===== config.mk =====
export PLATFORM = sky130hd
export DESIGN_NAME = acc_cc_alu
export DESIGN_NICKNAME = d
export VERILOG_FILES = /design/src/rtl/acc_alu_pkg.sv /design/src/rtl/acc_alu_ctrl.sv /design/src/rtl/acc_alu_dp.sv /design/src/rtl/acc_cc_alu.sv
export SDC_FILE = /design/constraint.sdc
export NUM_CORES = 1
export LEC_CHECK = 0
export ABC_AREA = 1
export ABC_CLOCK_PERIOD_IN_PS = 3500
export BUFFER_PORTS_ARGS = -buffer_cell sky130_fd_sc_hd__buf_2
export CAP_MARGIN = 0
export CELL_PAD_IN_SITES_DETAIL_PLACEMENT = 0
export CELL_PAD_IN_SITES_GLOBAL_PLACEMENT = 1
export CORE_MARGIN = 2
export CORE_UTILIZATION = 35
export DETAILED_ROUTE_END_ITERATION = 10
export PLACE_DENSITY = 0.79
export REMOVE_ABC_BUFFERS = 1
export SYNTH_ARGS = -nofsm -noshare
export SYNTH_HDL_FRONTEND = slang
export SYNTH_SLANG_ARGS = --single-unit

===== constraint.sdc =====
create_clock -name clk -period 3.5 [get_ports clk]
set_input_delay 0.175 -clock clk [delete_from_list [all_inputs] [get_ports clk]]
set_output_delay 0.175 -clock clk [all_outputs]
set_load 0.005 [all_outputs]

===== src/rtl/acc_alu_pkg.sv =====
package acc_alu_pkg;

  typedef enum logic [2:0] {
    OP_ADD  = 3'd0,
    OP_SUB  = 3'd1,
    OP_INC  = 3'd2,
    OP_DEC  = 3'd3,
    OP_CLR  = 3'd4,
    OP_CMP  = 3'd5,
    OP_RSV6 = 3'd6,
    OP_RSV7 = 3'd7
  } aluOp_e;

  typedef enum logic [1:0] {
    A_ZERO = 2'd0,
    A_MEM  = 2'd1,
    A_REG  = 2'd2
  } aSel_e;

  typedef enum logic [1:0] {
    B_ZERO = 2'd0,
    B_REG  = 2'd1,
    B_NMEM = 2'd2,
    B_ONES = 2'd3
  } bSel_e;

  typedef struct packed {
    aSel_e aSel;
    bSel_e bSel;
    logic  carryIn;
    logic  wrData;
    logic  toMem;
    logic  ldFlags;
  } aluStrobe_t;

  localparam int FLAG_GT = 2;
  localparam int FLAG_EQ = 1;
  localparam int FLAG_LT = 0;

endpackage


===== src/rtl/acc_alu_ctrl.sv =====
module acc_alu_ctrl
  import acc_alu_pkg::*;
(
  input  logic       clk,
  input  logic       rstN,
  input  logic       opValid,
  input  logic [2:0] opSel,
  output aluStrobe_t strobe
);

  aluOp_e opCode;
  assign opCode = aluOp_e'(opSel);

  always_comb begin
    strobe = '{aSel: A_ZERO, bSel: B_ZERO, carryIn: 1'b0,
               wrData: 1'b0, toMem: 1'b0, ldFlags: 1'b0};
    if (opValid) begin
      case (opCode)
        OP_ADD: begin
          strobe.aSel   = A_MEM;
          strobe.bSel   = B_REG;
          strobe.wrData = 1'b1;
        end
        OP_SUB: begin
          strobe.aSel    = A_REG;
          strobe.bSel    = B_NMEM;
          strobe.carryIn = 1'b1;
          strobe.wrData  = 1'b1;
        end
        OP_INC: begin
          strobe.aSel    = A_MEM;
          strobe.carryIn = 1'b1;
          strobe.wrData  = 1'b1;
          strobe.toMem   = 1'b1;
        end
        OP_DEC: begin
          strobe.aSel   = A_MEM;
          strobe.bSel   = B_ONES;
          strobe.wrData = 1'b1;
          strobe.toMem  = 1'b1;
        end
        OP_CLR: begin
          strobe.wrData = 1'b1;
          strobe.toMem  = 1'b1;
        end
        OP_CMP: begin
          strobe.ldFlags = 1'b1;
        end
        default: ;
      endcase
    end
  end

  // a compare loads flags and never requests a data write
  p_cmp_nowrite_r7: assert property (@(posedge clk) disable iff (!rstN)
    (opValid && opSel == 3'd5) |-> (!strobe.wrData && !strobe.toMem && strobe.ldFlags));

  // nothing is requested while idle
  p_idle_quiet_r10: assert property (@(posedge clk) disable iff (!rstN)
    !opValid |-> (!strobe.wrData && !strobe.ldFlags && !strobe.toMem));

  // a memory destination only comes with a data write
  p_mem_needs_write_r3: assert property (@(posedge clk) disable iff (!rstN)
    strobe.toMem |-> strobe.wrData);

endmodule


===== src/rtl/acc_alu_dp.sv =====
module acc_alu_dp
  import acc_alu_pkg::*;
#(
  parameter int W          = 16,
  parameter bit SIGNED_CMP = 1'b1
) (
  input  logic         clk,
  input  logic         rstN,
  input  aluStrobe_t   strobe,
  input  logic [W-1:0] memOperand,
  input  logic [W-1:0] regR,
  output logic [W-1:0] result,
  output logic [2:0]   flags
);

  localparam logic [W-1:0] ALL_ONES = {W{1'b1}};
  localparam logic [W-1:0] ZERO_W   = {W{1'b0}};

  logic [W-1:0] aOp;
  logic [W-1:0] bOp;
  logic [W-1:0] sum;
  logic         memGt;
  logic         memEq;
  logic         memLt;
  logic [2:0]   ccReg;

  always_comb begin
    case (strobe.aSel)
      A_MEM:   aOp = memOperand;
      A_REG:   aOp = regR;
      default: aOp = ZERO_W;
    endcase
  end

  always_comb begin
    case (strobe.bSel)
      B_REG:   bOp = regR;
      B_NMEM:  bOp = ~memOperand;
      B_ONES:  bOp = ALL_ONES;
      default: bOp = ZERO_W;
    endcase
  end

  assign sum    = aOp + bOp + {{(W-1){1'b0}}, strobe.carryIn};
  assign result = strobe.wrData ? sum : ZERO_W;

  generate
    if (SIGNED_CMP) begin : g_signedCmp
      assign memGt = $signed(memOperand) > $signed(regR);
      assign memLt = $signed(memOperand) < $signed(regR);
    end else begin : g_unsignedCmp
      assign memGt = memOperand > regR;
      assign memLt = memOperand < regR;
    end
  endgenerate

  assign memEq = (memOperand == regR);

  always_ff @(posedge clk or negedge rstN) begin
    if (!rstN) begin
      ccReg <= 3'b000;
    end else if (strobe.ldFlags) begin
      ccReg[FLAG_GT] <= memGt;
      ccReg[FLAG_EQ] <= memEq;
      ccReg[FLAG_LT] <= memLt;
    end
  end

  assign flags = ccReg;

  // a compare leaves exactly one flag set
  p_cmp_onehot_r6: assert property (@(posedge clk) disable iff (!rstN)
    strobe.ldFlags |=> ($countones(ccReg) == 1));

  // flags hold when no compare is loaded
  p_flags_hold_r8: assert property (@(posedge clk) disable iff (!rstN)
    !strobe.ldFlags |=> $stable(ccReg));

  // never more than one flag
  p_flags_onehot0_r9: assert property (@(posedge clk) disable iff (!rstN)
    $onehot0(ccReg));

  // reset clears the flags
  p_reset_clear_r9: assert property (@(posedge clk)
    !rstN |-> (ccReg == 3'b000));

endmodule


===== src/rtl/acc_cc_alu.sv =====
module acc_cc_alu
  import acc_alu_pkg::*;
#(
  parameter int W          = 16,
  parameter bit SIGNED_CMP = 1'b1
) (
  input  logic         clk,
  input  logic         rstN,
  input  logic         opValid,
  input  logic [2:0]   opSel,
  input  logic [W-1:0] memOperand,
  input  logic [W-1:0] regR,
  output logic [W-1:0] result,
  output logic         resValid,
  output logic         destIsMem,
  output logic         flagGt,
  output logic         flagEq,
  output logic         flagLt
);

  aluStrobe_t strobe;
  logic [2:0] flags;

  acc_alu_ctrl u_ctrl (
    .clk     (clk),
    .rstN    (rstN),
    .opValid (opValid),
    .opSel   (opSel),
    .strobe  (strobe)
  );

  acc_alu_dp #(.W(W), .SIGNED_CMP(SIGNED_CMP)) u_dp (
    .clk        (clk),
    .rstN       (rstN),
    .strobe     (strobe),
    .memOperand (memOperand),
    .regR       (regR),
    .result     (result),
    .flags      (flags)
  );

  assign resValid  = strobe.wrData;
  assign destIsMem = strobe.toMem;
  assign flagGt    = flags[FLAG_GT];
  assign flagEq    = flags[FLAG_EQ];
  assign flagLt    = flags[FLAG_LT];

  // add result goes to R
  p_add_sum_r1: assert property (@(posedge clk) disable iff (!rstN)
    (opValid && opSel == 3'd0) |-> (resValid && !destIsMem && result == W'(memOperand + regR)));

  // subtract result goes to R
  p_sub_diff_r2: assert property (@(posedge clk) disable iff (!rstN)
    (opValid && opSel == 3'd1) |-> (resValid && !destIsMem && result == W'(regR - memOperand)));

  // clear writes zero to memory
  p_clr_zero_r5: assert property (@(posedge clk) disable iff (!rstN)
    (opValid && opSel == 3'd4) |-> (resValid && destIsMem && result == '0));

  // reserved codes write nothing
  p_rsv_quiet_r10: assert property (@(posedge clk) disable iff (!rstN)
    (opValid && opSel[2:1] == 2'b11) |-> (!resValid && !destIsMem && result == '0));

endmodule


==> results of run 1 <==
-- repair_timing --
action	4_1_cts	5_1_grt
hold buffers	1	0
hold endpoints to repair	3	0
endpoints found under the setup margin	0	0
-- cell usage after synthesis (all sizes together) --
cell,instances,share of area (%)
nand2,113,22
nand4,2,0.63
a21oi,43,11
clkbuf,5,1.0
a21o,2,0.75
nor4,1,0.63
fa,2,2.0
nand3,24,6.3
a22o,1,0.44
o21ai,9,2.3
o211ai,1,0.38
o21bai,2,0.75
dfrtp,3,3.8
buf,4,1.0
ha,32,20
nor2,40,8.3
nor3,1,0.81
o21a,1,0.38
inv,54,10
xnor2,2,0.88
nand3b,1,0.38
o221ai,14,6.1
-- worst register-to-register path: cells and delay by family (launching register included) --
| kind | cells | cell delay, ns |
|---|---|---|
| flops | 1 | 0.37 |
| simple gates | 2 | 0.15 |
-- report_power, final --
group,internal [mW],switching (mW)
clock network,0.0779,0.0259
logic,0.0873,0.134
registers,0.0428,0.00405
-- per-stage QoR --
step	hold slack (ns)	power, mW	utilization (%)	std cells	instance area [um^2]
2_1_floorplan	-0.121	0.180	-	348	1960
4_1_cts	0.286	0.373	44.0	487	2420
3_3_place_gp	-0.0292	0.265	43.0	482	2370
5_1_grt	0.299	0.407	44.0	487	2420
3_5_place_dp	-0.0256	0.266	43.0	482	2370
6_report	0.275	0.372	44.0	487	2420
-- logic make-up (layout without fill, tap and decap cells) --
family / Yosys count / in the layout / synth area share [%]
AOI/OAI and AO/OA: 73 / 73 / 22.4
xor gates and xnor gates: 2 / 2 / 0.876
adders and majority gates: 34 / 34 / 22.0
buffers and inverters: 63 / 121 / 12.1
DFF: 3 / 3 / 3.75
and+or+nand+nor: 182 / 182 / 38.8
-- worst paths after layout --
path | from | to | slack (ns)
max | opSel[1] | result[14] | 0.48
min | rstN | u_dp.flags[0] | 0.28
max reg2reg | u_dp.flags[1] | u_dp.flags[1] | 2.87
min reg2reg | u_dp.flags[0] | u_dp.flags[0] | 0.48
max in group asynchronous | rstN | u_dp.flags[1] | 3.11
min in group clk | opSel[2] | u_dp.flags[0] | 0.36
-- final cells by class --
cell class | instances | area [um^2]
clock buffer | 4 | 45.0
tap | 72 | 90.1
sequential | 3 | 75.1
timing repair buffer | 63 | 330
multi-input combinational | 291 | 1680
fill | 637 | 3080
inverter | 54 | 203
-- layer usage --
| layer | GRT usage (%) | up-vias |
|---|---|---|
| met5 | 0 | - |
| met1 | 27.5 | 1064 |
| met3 | 1.36 | 3 |
| met2 | 34.5 | 67 |
| met4 | 2.93 | 0 |
| li1 | - | 1296 |
==> flow_summary.yaml, run 1 <==
layout:
  final_common_cell: "nand2_1"
  final_cell_mix: "108 x nand2_1, 58 x buf_2, 47 x inv_1"
  diodes: 0
  drive_gt1_share_pct: 21.4
  largest_reg_flops: 3
  syn_to_final_growth_pct: 21.3
  fin_nets: 488
global_routing:
  grt_overflow: 0
  antenna_found_initial: 0
  grt_usage_pct: 19.9
  grt_pass1_wl_mm: 10.3
  grt_pass1_vias: 2303
  grt_start_max_net_pins: 17
critical_path:
  startpoint_type: "input pin"
  worstSetupEndpointType: "output pin"
  cpMaxStageDelayCell: "ha_1"
  critPathTopFamily: "simple AND/OR/NAND/NOR gates"
  worst-path-max-fanout: 9
  path_cells: "buf_2 > nor2_2 > inv_2 > nor2_1 > ha_1 > nand2_1 > a21oi_1 > fa_1 > inv_1 > fa_1 > inv_1 > nand3_1 > nand2_2 > nand3_2 > nand2_2 > nand3_1 > nand3_1 > nand2_1 > nor2_1 > buf_2"
  path_common_cell: "nand3_1"
  cp_num_cells: 20
  rr_worst_depth: 2
  slowest_delay_ns: 0.37
  cp.required_ns: 3.32
  arrival_ns: 2.85
  cp.buffers_inverters: 5
  worstSetupPathType: "in -> out"
hold_path:
  hold_class: "in -> async"
clock_network:
  cts_num_sinks: 3
  clkLatencyLatePin_ns: 0.22
  cts_tree: "yes"
  clockBufferDepth: 2
  cts_resized: 0
  cts-root-buf: "clkbuf_8"
  cts_buffers: 3
  clk_pin_slew_ns: 0.03
  post-cts-setup-buffers: 0
  htreeDepth: 1
route:
  wl_met3_um: 291
  met1_length_mm: 3.11
  vias: 2430
  drt_iter0_drc: 88
  top_layer: "met4"
  drc: 0
  post_drt_wl_per_cell_um: 12.8
  ant_nets: 0
  routed-wl-met2_mm: 2.81
  via_per_inst: 4.99
  wirelength_mm: 6.23
  dr.pass1.iters: 5
sta:
  timing.fmax_mhz: 331
  finalSetupTns_ns: 0
  finalHoldViolCount: 0
  skew_ns: 0
  drv_slew: 0
  layout_min_cycle_time_ns: 3.02
  setup_ws_ns: 0.478
  slew_headroom_pct: 69.8
  fin_crit_sh_pct: 86.3
  finalSetupViolCount: 0
  worst_pin_slew_ns: 0.452
  rsz0062_at_grt: "false"
logic_synthesis:
  ys_ff_latch: 3
  synth.distinct_cells: 29
  seq_area_frac_synth_pct: 3.75
  synth_area_mm2: 0.00200
  postSynthAreaPerCell_um2: 5.60
  syn_inst: 357
  yosysWarnings: 0
power:
  ir_drop_mv: 0.146
  p_leak_nw: 1.38
  power.density_mw_per_mm2: 154
status:
  status: "completed"
floorplan:
  start_util_pct: 36.3
  die_area_mm2: 0.00633
  io_pins: 59
  die-width_um: 79.6
  die_y_um: 79.6
  coreArea_mm2: 0.00551
  rows: 27
placed_design:
  place.port_buffers: 58
  dp_hpwl_mm: 5.12
  pre_cts_ws_ns: 0.480
  gp_congestion: 0.902
job:
  drv_cap: 0
Note: power is estimated with default switching activity, not from simulation.
==> run 2, diff against run 1 <==
--- a/config.mk
+++ b/config.mk
@@ -14,8 +14,9 @@
 export CORE_MARGIN = 2
 export CORE_UTILIZATION = 35
 export DETAILED_ROUTE_END_ITERATION = 10
-export PLACE_DENSITY = 0.79
+export PLACE_DENSITY = 0.8
 export REMOVE_ABC_BUFFERS = 1
 export SYNTH_ARGS = -nofsm -noshare
 export SYNTH_HDL_FRONTEND = slang
+export SYNTH_HIERARCHICAL = 1
 export SYNTH_SLANG_ARGS = --single-unit
==> flow_summary.yaml, run 2 <==
power:
  power.density_mw_per_mm2: 153
  p_leak_nw: 1.33
  total_power_mw: 0.363
  ir_drop_mv: 0.203
clock_network:
  cts_resized: 0
  cts-root-buf: "clkbuf_8"
  cts_hold_buf: 1
  post-cts-setup-buffers: 0
  cts_num_sinks: 3
  clockBufferDepth: 2
  clk_pin_slew_ns: 0.03
  clkLatencyLatePin_ns: 0.22
  cts_tree: "yes"
  cts_buffers: 3
  htreeDepth: 1
logic_synthesis:
  seq_area_frac_synth_pct: 3.85
  synthTopCellsByArea: "ha_1 21%, nand2_1 20%, a21oi_1 12%"
  synthTopCellsByCount: "106 x nand2_1, 48 x a21oi_1, 46 x inv_1"
  syn_inst: 363
  ys_ff_latch: 3
  synth_flop_cell: "dfrtp_1"
  synth.distinct_cells: 27
  synth_area_mm2: 0.00195
  postSynthAreaPerCell_um2: 5.37
  synth_edf_count: 0
  netlist.area_leader.share_pct: 20.6
  synth_top_cell_by_area: "ha_1"
  yosysMostFrequentCell: "nand2_1"
  yosysWarnings: 6
  ys_async_sr_fraction_pct: 100
status:
  status: "completed"
placed_design:
  place_area_mm2: 0.00233
  dpl.cell_count: 489
  dp_hpwl_mm: 4.81
  gp_congestion: 0.865
  pre_cts_ws_ns: 0.449
  place.port_buffers: 58
floorplan:
  die_area_mm2: 0.00618
  die_y_um: 78.6
  io_pins: 59
  start_util_pct: 35.8
  die-width_um: 78.6
  coreArea_mm2: 0.00544
  rows: 27
sta:
  rsz0062_at_grt: "false"
  finalSetupViolCount: 0
  timing.fmax_mhz: 329
  skew_ns: 0
  fin_crit_sh_pct: 86.8
  slew_headroom_pct: 59.7
  worst_pin_slew_ns: 0.603
  setup_ws_ns: 0.461
  finalHoldViolCount: 0
  finalSetupTns_ns: 0
  layout_min_cycle_time_ns: 3.04
  drv_slew: 0
global_routing:
  grt_pass1_wl_mm: 9.79
  grt_start_max_net_pins: 18
  grt_pass1_vias: 2185
  grt_usage_pct: 19.0
  antenna_found_initial: 0
  grt_overflow: 0
critical_path:
  cp.required_ns: 3.32
  cp.buffers_inverters: 6
  slowest_delay_ns: 0.35
  critPathTopFamily: "adder cells"
  worstSetupPathType: "in -> out"
  startpoint_type: "input pin"
  worst-path-max-fanout: 7
  arrival_ns: 2.86
  path_cells: "buf_2 > inv_1 > nand2_2 > a21oi_1 > inv_1 > ha_1 > a21oi_1 > fa_1 > inv_1 > fa_1 > inv_1 > nand3_1 > nand2_1 > nand2_1 > nand2_1 > nand3_1 > nand3_1 > nand2_1 > nor2_1 > buf_2"
  reg2reg_slack_ns: 2.89
  cpMaxStageDelayCell: "ha_1"
  worstSetupEndpointType: "output pin"
layout:
  syn_to_final_growth_pct: 22.2
  final_common_cell: "nand2_1"
  drive_gt1_share_pct: 18.0
  fin_nets: 495
  design_area_mm2: 0.00238
  final.fill_count: 617
  largest_reg_flops: 3
  final_cell_count_no_fill: 494
  diodes: 0
  final_cell_mix: "106 x nand2_1, 58 x buf_2, 48 x a21oi_1"
route:
  vias: 2396
  dr.pass1.iters: 4
  via_per_inst: 4.85
  ant_nets: 0
  drc: 0
  wirelength_mm: 5.81
  post_drt_wl_per_cell_um: 11.8
  drt_iter0_drc: 137
hold_path:
  hold_class: "in -> async"
job:
  drv_cap: 0
-- run 2: changes by cell type in the layout (fill, tap and decap cells not counted), moves of 4 or more --
cell | before | now
o221ai_1 | 14 | 0
nand3_1 | 23 | 17
o21ai_0 | 6 | 38
a21oi_1 | 40 | 48
nor2_2 | 6 | 1
inv_2 | 7 | 3
-- run 2: area by class of cell --
| cell class | count | area, um^2 | area share [%] |
|---|---|---|---|
| clock buffer | 4 | 45.0 | 1.89 |
| inverter | 49 | 184 | 7.72 |
| multi-input combinational | 301 | 1640 | 68.9 |
| sequential | 3 | 75.1 | 3.15 |
| tap | 72 | 90.1 | 3.78 |
| timing repair buffer | 65 | 345 | 14.5 |
-- run 2: worst paths after layout --
check                               from            end  cells past startpoint
min in group clk                opSel[2]  u_dp/flags[0]                      5
max reg2reg                u_dp/flags[1]  u_dp/flags[1]                      2
min reg2reg                u_dp/flags[2]  u_dp/flags[2]                      2
max                             opSel[2]     result[14]                     20
max in group asynchronous           rstN  u_dp/flags[0]                      2
min                                 rstN  u_dp/flags[1]                      2
-- run 2: worst register-to-register path, delay by kind of cell, from the launching register on --
kind | cells | cell delay, ns
AND/OR/NAND/NOR | 2 | 0.13
flip-flops | 1 | 0.36
-- run 2: through the flow --
step	hold WS, ns	utilization (%)
4_1_cts	0.265	43.8
5_1_grt	0.284	43.8
2_1_floorplan	-0.121	-
3_5_place_dp	-0.0251	42.8
6_report	0.272	43.8
3_3_place_gp	-0.0288	42.8
-- run 2: metal layers --
layer	part of all wire, %	up-vias	routed length, um	global-route usage, %
li1	-	1314	-	-
met1	50	1015	2890	26.1
met2	45	64	2640	32.8
met3	4.0	3	235	1.15
met4	0.71	0	41	3.68
met5	0	-	0	0
-- run 2: logic make-up (layout without fill, tap and decap cells) --
logic type | Yosys count | after routing | share of synthesized area, %
AO/OA/AOI/OAI | 100 | 100 | 27.0
XOR/XNOR | 1 | 1 | 0.450
adder cells (fa/ha/maj) | 34 | 34 | 22.6
buffers and inverters | 59 | 118 | 11.9
flip-flops | 3 | 3 | 3.85
AND/OR/NAND/NOR | 166 | 166 | 34.2
-- run 2: power breakdown --
part / internal, mW / leakage [nW] / switching, mW
combinational: 0.0842 / 1.27 / 0.126
sequential: 0.0427 / 0.0368 / 0.00335
clock: 0.0781 / 0.0228 / 0.0285
